File: config.mk
export PLATFORM = sky130hd
export DESIGN_NAME = dma_chan_seq
export DESIGN_NICKNAME = d
export VERILOG_FILES = /design/src/rtl/dma_seq_pkg.sv /design/src/rtl/dma_addr_reg.sv /design/src/rtl/dma_xfer_counter.sv /design/src/rtl/dma_chan_seq.sv
export SDC_FILE = /design/constraint.sdc
export NUM_CORES = 1
export LEC_CHECK = 0
export BUFFER_PORTS_ARGS = -buffer_cell sky130_fd_sc_hd__buf_4
export CORE_UTILIZATION = 45
export CTS_CLUSTER_SIZE = 14
export DETAILED_ROUTE_END_ITERATION = 8
export GPL_TIMING_DRIVEN = 0
export HOLD_SLACK_MARGIN = 0.02
export PLACE_DENSITY = 0.74
export SETUP_SLACK_MARGIN = 0.3
export SYNTH_ARGS = -nofsm -noshare
export SYNTH_HDL_FRONTEND = slang
export SYNTH_HIERARCHICAL = 1
export SYNTH_SLANG_ARGS = --single-unit
File: constraint.sdc
create_clock -name clk -period 4.4 [get_ports clk]
set_input_delay 0.44 -clock clk [delete_from_list [all_inputs] [get_ports clk]]
set_output_delay 0.44 -clock clk [all_outputs]
set_load 0.03 [all_outputs]
File: src/rtl/dma_seq_pkg.sv
package dma_seq_pkg;

  typedef enum logic [1:0] {
    ST_IDLE = 2'd0,
    ST_REQ  = 2'd1,
    ST_UPD  = 2'd2
  } seq_state_e;

  typedef enum logic [2:0] {
    RA_CTRL   = 3'd0,
    RA_COUNT  = 3'd1,
    RA_SRC_LO = 3'd2,
    RA_SRC_HI = 3'd3,
    RA_DST_LO = 3'd4,
    RA_DST_HI = 3'd5
  } reg_addr_e;

  typedef enum logic [1:0] {
    STEP_HOLD  = 2'd0,
    STEP_UP    = 2'd1,
    STEP_DOWN  = 2'd2,
    STEP_HOLDX = 2'd3
  } step_e;

  // control word bits 12:1 (bit 0 is the run bit, kept separately)
  typedef struct packed {
    logic       word;
    logic       dst_io;
    logic       src_io;
    step_e      dst_step;
    step_e      src_step;
    logic [1:0] pacing;
    logic       auto_go;
    logic       irq_en;
    logic       tc_en;
  } ctrl_t;

  localparam int CTRL_W = 12;

endpackage

File: src/rtl/dma_addr_reg.sv
module dma_addr_reg
  import dma_seq_pkg::*;
#(
  parameter int AW = 20,
  parameter int LW = 16,
  parameter int DW = 16
) (
  input  logic          clk,
  input  logic          rst,
  input  logic          wr_lo,
  input  logic          wr_hi,
  input  logic [DW-1:0] wr_data,
  input  logic          adv,
  input  step_e         mode,
  input  logic          word,
  input  logic          io,
  output logic [AW-1:0] addr_q,
  output logic [AW-1:0] bus_addr
);
  localparam int HW = AW - LW;

  logic [AW-1:0] delta;
  logic [AW-1:0] stepped;

  always_comb begin
    delta = word ? AW'(2) : AW'(1);
    case (mode)
      STEP_UP:   stepped = addr_q + delta;
      STEP_DOWN: stepped = addr_q - delta;
      default:   stepped = addr_q;
    endcase
  end

  always_ff @(posedge clk) begin
    if (rst) begin
      addr_q <= '0;
    end else begin
      if (adv)   addr_q <= stepped;
      if (wr_lo) addr_q[LW-1:0] <= wr_data[LW-1:0];
      if (wr_hi) addr_q[AW-1:LW] <= wr_data[HW-1:0];
    end
  end

  assign bus_addr = io ? {{HW{1'b0}}, addr_q[LW-1:0]} : addr_q;

endmodule

File: src/rtl/dma_xfer_counter.sv
module dma_xfer_counter #(
  parameter int CW = 16
) (
  input  logic          clk,
  input  logic          rst,
  input  logic          wr,
  input  logic [CW-1:0] wr_data,
  input  logic          dec,
  output logic [CW-1:0] cnt_q,
  output logic          is_zero,
  output logic          hit_zero
);
  always_ff @(posedge clk) begin
    if (rst)                      cnt_q <= '0;
    else if (wr)                  cnt_q <= wr_data;
    else if (dec && cnt_q != '0)  cnt_q <= cnt_q - CW'(1);
  end

  assign is_zero  = (cnt_q == '0);
  assign hit_zero = dec && !wr && (cnt_q == CW'(1));

endmodule

File: src/rtl/dma_chan_seq.sv
module dma_chan_seq
  import dma_seq_pkg::*;
#(
  parameter int AW  = 20,
  parameter int LW  = 16,
  parameter int CW  = 16,
  parameter int DW  = 16,
  parameter int RAW = 3
) (
  input  logic           clk,
  input  logic           rst,
  input  logic           wr_en,
  input  logic [RAW-1:0] wr_addr,
  input  logic [DW-1:0]  wr_data,
  input  logic           dreq,
  input  logic           hold,
  input  logic           refresh,
  input  logic           prio_pend,
  input  logic           halt,
  output logic           bus_req,
  output logic [AW-1:0]  bus_src,
  output logic [AW-1:0]  bus_dst,
  output logic           bus_word,
  input  logic           bus_ack,
  output logic           irq,
  output logic           active,
  output logic [CW-1:0]  count_left
);
  seq_state_e    st_q;
  ctrl_t         ctrl_q;
  logic          run_q, run_d;
  logic          wr_ctrl, wr_count;
  logic          wr_src_lo, wr_src_hi, wr_dst_lo, wr_dst_hi;
  logic          synced, suspend, start_ok, upd;
  logic          cnt_zero, hit_zero;
  logic [AW-1:0] src_q, dst_q, src_bus, dst_bus;
  logic          src_io_q, dst_io_q;

  assign wr_ctrl   = wr_en && (wr_addr == RAW'(RA_CTRL));
  assign wr_count  = wr_en && (wr_addr == RAW'(RA_COUNT));
  assign wr_src_lo = wr_en && (wr_addr == RAW'(RA_SRC_LO));
  assign wr_src_hi = wr_en && (wr_addr == RAW'(RA_SRC_HI));
  assign wr_dst_lo = wr_en && (wr_addr == RAW'(RA_DST_LO));
  assign wr_dst_hi = wr_en && (wr_addr == RAW'(RA_DST_HI));

  assign src_io_q = ctrl_q.src_io;
  assign dst_io_q = ctrl_q.dst_io;

  assign synced   = |ctrl_q.pacing;
  assign suspend  = hold | refresh | prio_pend | halt | (synced & ~dreq);
  assign start_ok = !cnt_zero || (!ctrl_q.tc_en && synced);
  assign upd      = (st_q == ST_UPD);

  dma_xfer_counter #(.CW(CW)) u_cnt (
    .clk      (clk),
    .rst      (rst),
    .wr       (wr_count),
    .wr_data  (wr_data[CW-1:0]),
    .dec      (upd),
    .cnt_q    (count_left),
    .is_zero  (cnt_zero),
    .hit_zero (hit_zero)
  );

  dma_addr_reg #(.AW(AW), .LW(LW), .DW(DW)) u_src (
    .clk      (clk),
    .rst      (rst),
    .wr_lo    (wr_src_lo),
    .wr_hi    (wr_src_hi),
    .wr_data  (wr_data),
    .adv      (upd),
    .mode     (ctrl_q.src_step),
    .word     (ctrl_q.word),
    .io       (ctrl_q.src_io),
    .addr_q   (src_q),
    .bus_addr (src_bus)
  );

  dma_addr_reg #(.AW(AW), .LW(LW), .DW(DW)) u_dst (
    .clk      (clk),
    .rst      (rst),
    .wr_lo    (wr_dst_lo),
    .wr_hi    (wr_dst_hi),
    .wr_data  (wr_data),
    .adv      (upd),
    .mode     (ctrl_q.dst_step),
    .word     (ctrl_q.word),
    .io       (ctrl_q.dst_io),
    .addr_q   (dst_q),
    .bus_addr (dst_bus)
  );

  // run bit: later assignments take priority
  always_comb begin
    run_d = run_q;
    if (st_q == ST_IDLE && run_q && !start_ok)
      run_d = 1'b0;
    if (upd && hit_zero && (ctrl_q.tc_en || !synced))
      run_d = 1'b0;
    if (wr_ctrl)
      run_d = wr_data[0];
    if (wr_count && ctrl_q.auto_go)
      run_d = 1'b1;
  end

  always_ff @(posedge clk) begin
    if (rst) begin
      st_q     <= ST_IDLE;
      ctrl_q   <= '0;
      run_q    <= 1'b0;
      bus_req  <= 1'b0;
      bus_src  <= '0;
      bus_dst  <= '0;
      bus_word <= 1'b0;
      irq      <= 1'b0;
    end else begin
      run_q <= run_d;
      irq   <= upd && hit_zero && ctrl_q.irq_en;
      if (wr_ctrl) ctrl_q <= ctrl_t'(wr_data[CTRL_W:1]);
      case (st_q)
        ST_IDLE: begin
          if (run_q && start_ok && !suspend) begin
            st_q     <= ST_REQ;
            bus_req  <= 1'b1;
            bus_src  <= src_bus;
            bus_dst  <= dst_bus;
            bus_word <= ctrl_q.word;
          end
        end
        ST_REQ: begin
          if (bus_ack) begin
            st_q    <= ST_UPD;
            bus_req <= 1'b0;
          end
        end
        default: st_q <= ST_IDLE;
      endcase
    end
  end

  assign active = run_q;

endmodule

==> metrics.csv <==
metric,value,unit
metal3 WL,2.16,mm
Worst Path Required,4.72,ns
Most common cell on crit path,nor2_1,
initial antenna violation count,0,
Setup WS pre-CTS,0.571,ns
DIE HEIGHT,132,um
final-report hold violation count,0,
TritonCTS clock tree,built,
DIE WIDTH,132,um
Max-Cap Viols,0,
RSZ-0062 raised after global routing,no,
Post-route DRC,0,
cell area after synthesis,0.00764,sq mm
Max Slew Vio Count,0,
Max Used Layer,met4,
slowest cell on the critical path,or4_2,
"Top FF cell, synth",dfxtp_1,
routed length per placed instance,17.9,um
GRT Total Usage,26.7,%
Synth Net Count,976,
Starting Density,46.1,%
NumNets Final,1082,
vias,7422,
clk sinks,114,
Hold WS,0.316,ns
Ports,88,
Hold Buf Count CTS,0,
Power Density,300,mW/mm^2
CP arrival,4.07,ns
CP peak stage delay,0.65,ns
status,finished clean,
Worst setup EP type,flop,
M1 WL,10.2,mm
critical path class,flop to flop,
met2 WL,9.78,mm
largest net degree at the start of global routing,17,
synth-to-layout area growth,19.6,%
Slew HR,60.6,%
die area,0.0175,sq mm
min cycle time layout,3.75,ns
Max Freq,267,MHz
share of cells above drive strength 1,19.8,%
post-synthesis cell count,940,
H-Tree Depth,4,
Worst-Margin Slew,0.591,ns
Via density,5.82,
post-detail-place hpwl,16.5,mm
worst-path cell chain,nand2b_1 -> clkbuf_1 -> clkbuf_2 -> nor2_1 -> fa_1 -> or4_2 -> nor2_1 -> and4_1 -> o21ai_0 -> xor2_1 -> a211oi_1,
syn_area_per_cell,8.13,sq um
final worst setup slack,0.654,ns
Setup TNS,0,ns
antenna diode count,0,
First-pass DRT Iterations,5,
Final Skew,0.0134,ns
Final period util,85.1,%
vias in the first global route,6901,
Area after DPL,0.00857,sq mm
"EDFF count, synth",0,
first-pass GRT wire length,36.6,mm
HP Class,input port to flop,
Iter 0 DRT Violations,594,
total grt overflow,0,
Cell Rows,47,
Final Wtd Congestion,0.948,
Max IR drop VDD,0.000282,V
post-route design area,0.00914,sq mm
core area,0.0166,sq mm
cts bufs inserted,17,
flop and latch count out of synthesis,114,
CTS root buf,clkbuf_16,
CP startpoint kind,flop,
IO Port Bufs,87,
CP max FO,10,
post-synthesis cell type count,95,
register area share after synthesis,29.9,%
Worst-Skew Late Latency,0.43,ns
CTS Buffer Depth,2,
# setup viols final,0,
Routed Wire Length,22.8,mm
Async SR Flop Fraction,0,%
Final Util,55.1,%
"Reg clk slew, reported paths",0.06,ns
Leak,3.28,nW
Final ANT Viol Nets,0,
YS warnings,6,
per-layer routing:
layer / track usage, % / vias to the layer above
met5: 0 / -
met4: 11.7 / 0
met3: 6.81 / 46
met2: 40.5 / 384
met1: 35.7 / 3455
li1: - / 3537
layout make-up:
type	instances	area, sq um
plain buffers	106	637
clock buffers	19	453
clock inverters	10	113
fillers	1602	7450
inverters	18	67.6
multi-input cells	702	4660
flip-flops and latches	114	2280
well taps	220	275
repair buffers	87	653
metrics by stage:
step	std cells	power, mW
2_1_floorplan	940	1.30
3_3_place_gp	1247	1.40
3_5_place_dp	1247	1.41
4_1_cts	1276	2.75
5_1_grt	1276	2.83
6_report	1276	2.74
worst paths after layout:
kind | start | end | slack, ns | cells past startpoint
hold reg to reg | ctrl_q[1] | irq | 0.46 | 2
hold / removal | bus_ack | st_q[0] | 0.32 | 3
setup / recovery | ctrl_q[5] | u_src/addr_q[12] | 0.65 | 11
setup reg to reg | ctrl_q[5] | u_src/addr_q[12] | 0.65 | 11
logic make-up after synthesis:
group	share of synthesized area, %
AOI/OAI and AO/OA	17.4
xor gates and xnor gates	4.24
adders and majority gates	1.51
buffers and inverters	9.20
DFF	29.9
muxes	7.38
and+or+nand+nor	30.4
synth_stat cells, types with 3 or more instances:
cell type / instances / area share (%)
nand3b_1: 4 / 0.39
a31oi_1: 7 / 0.57
o32ai_1: 3 / 0.34
nor4_1: 11 / 0.90
nor3_1: 27 / 1.8
a2111oi_0: 3 / 0.34
dfxtp_1: 114 / 30
and2_1: 4 / 0.33
or4_1: 6 / 0.59
a311oi_1: 6 / 0.69
buf_1: 5 / 0.25
o21bai_1: 3 / 0.29
mux2i_1: 53 / 6.9
or3_1: 14 / 1.1
buf_6: 4 / 0.59
buf_12: 4 / 1.0
or3_4: 3 / 0.44
o22ai_1: 7 / 0.57
xnor2_1: 28 / 3.2
nor2b_1: 17 / 1.4
nand2_1: 69 / 3.4
o21a_1: 3 / 0.29
o211ai_1: 10 / 0.98
buf_4: 33 / 3.2
nand2b_1: 83 / 6.8
and3_1: 9 / 0.74
buf_2: 14 / 0.92
o2111ai_1: 5 / 0.57
a211oi_1: 38 / 3.7
o21ai_0: 23 / 1.5
nor3b_1: 4 / 0.39
nand4b_1: 3 / 0.34
nor3_2: 3 / 0.39
and4_1: 5 / 0.57
a21o_1: 4 / 0.39
nand3_1: 16 / 1.0
inv_1: 17 / 0.84
a21oi_1: 44 / 2.9
xor2_1: 9 / 1.0
nor2_1: 93 / 4.6
clkbuf_1: 45 / 2.2
nand4_1: 14 / 1.1
ha_1: 6 / 0.98
registers in the layout, indices dropped and copies added, names as in the netlist:
| register | flops |
|---|---|
| st_q | 2 |
| irq | 1 |
| bus_req | 1 |
| active | 1 |
| dst_io_q | 1 |
| bus_word | 1 |
| bus_src | 20 |
| u_src/addr_q | 20 |
| u_dst/addr_q | 20 |
| src_io_q | 1 |
| ctrl_q | 10 |
| bus_dst | 20 |
| u_cnt/cnt_q | 16 |
where the power goes:
| group | internal, mW | switching [mW] |
|---|---|---|
| sequential | 1.05 | 0.0262 |
| combinational | 0.122 | 0.194 |
| clock | 0.849 | 0.499 |
| total | 2.02 | 0.718 |
critical path, delay by kind of cell, from the launching register on:
family / cells / cell delay (ns)
buffers and inverters: 2 / 0.76
XOR/XNOR: 1 / 0.18
flip-flops: 1 / 0.41
AND/OR/NAND/NOR: 5 / 1.36
adder cells (fa/ha/maj): 1 / 0.53
AO/OA/AOI/OAI: 2 / 0.39
placed cells by master, fill, tap and decap left out, types with 16 or more instances in the layout:
cell type	instances
o21ai_0	23
nand3_1	16
xnor2_1	28
buf_4	120
nor3_1	27
inv_1	17
mux2i_1	53
nor2b_1	17
nand2_1	69
clkbuf_1	45
dfxtp_1	114
nor2_1	93
a21oi_1	44
nand2b_1	83
clkbuf_16	17
a211oi_1	38
what timing repair did:
action	4_1_cts	5_1_grt
endpoints found under the setup margin	0	2
buffers inserted	0	0
endpoints found under the hold margin	0	0
gates resized for setup	0	1
Power figures use the tool's default switching activity.
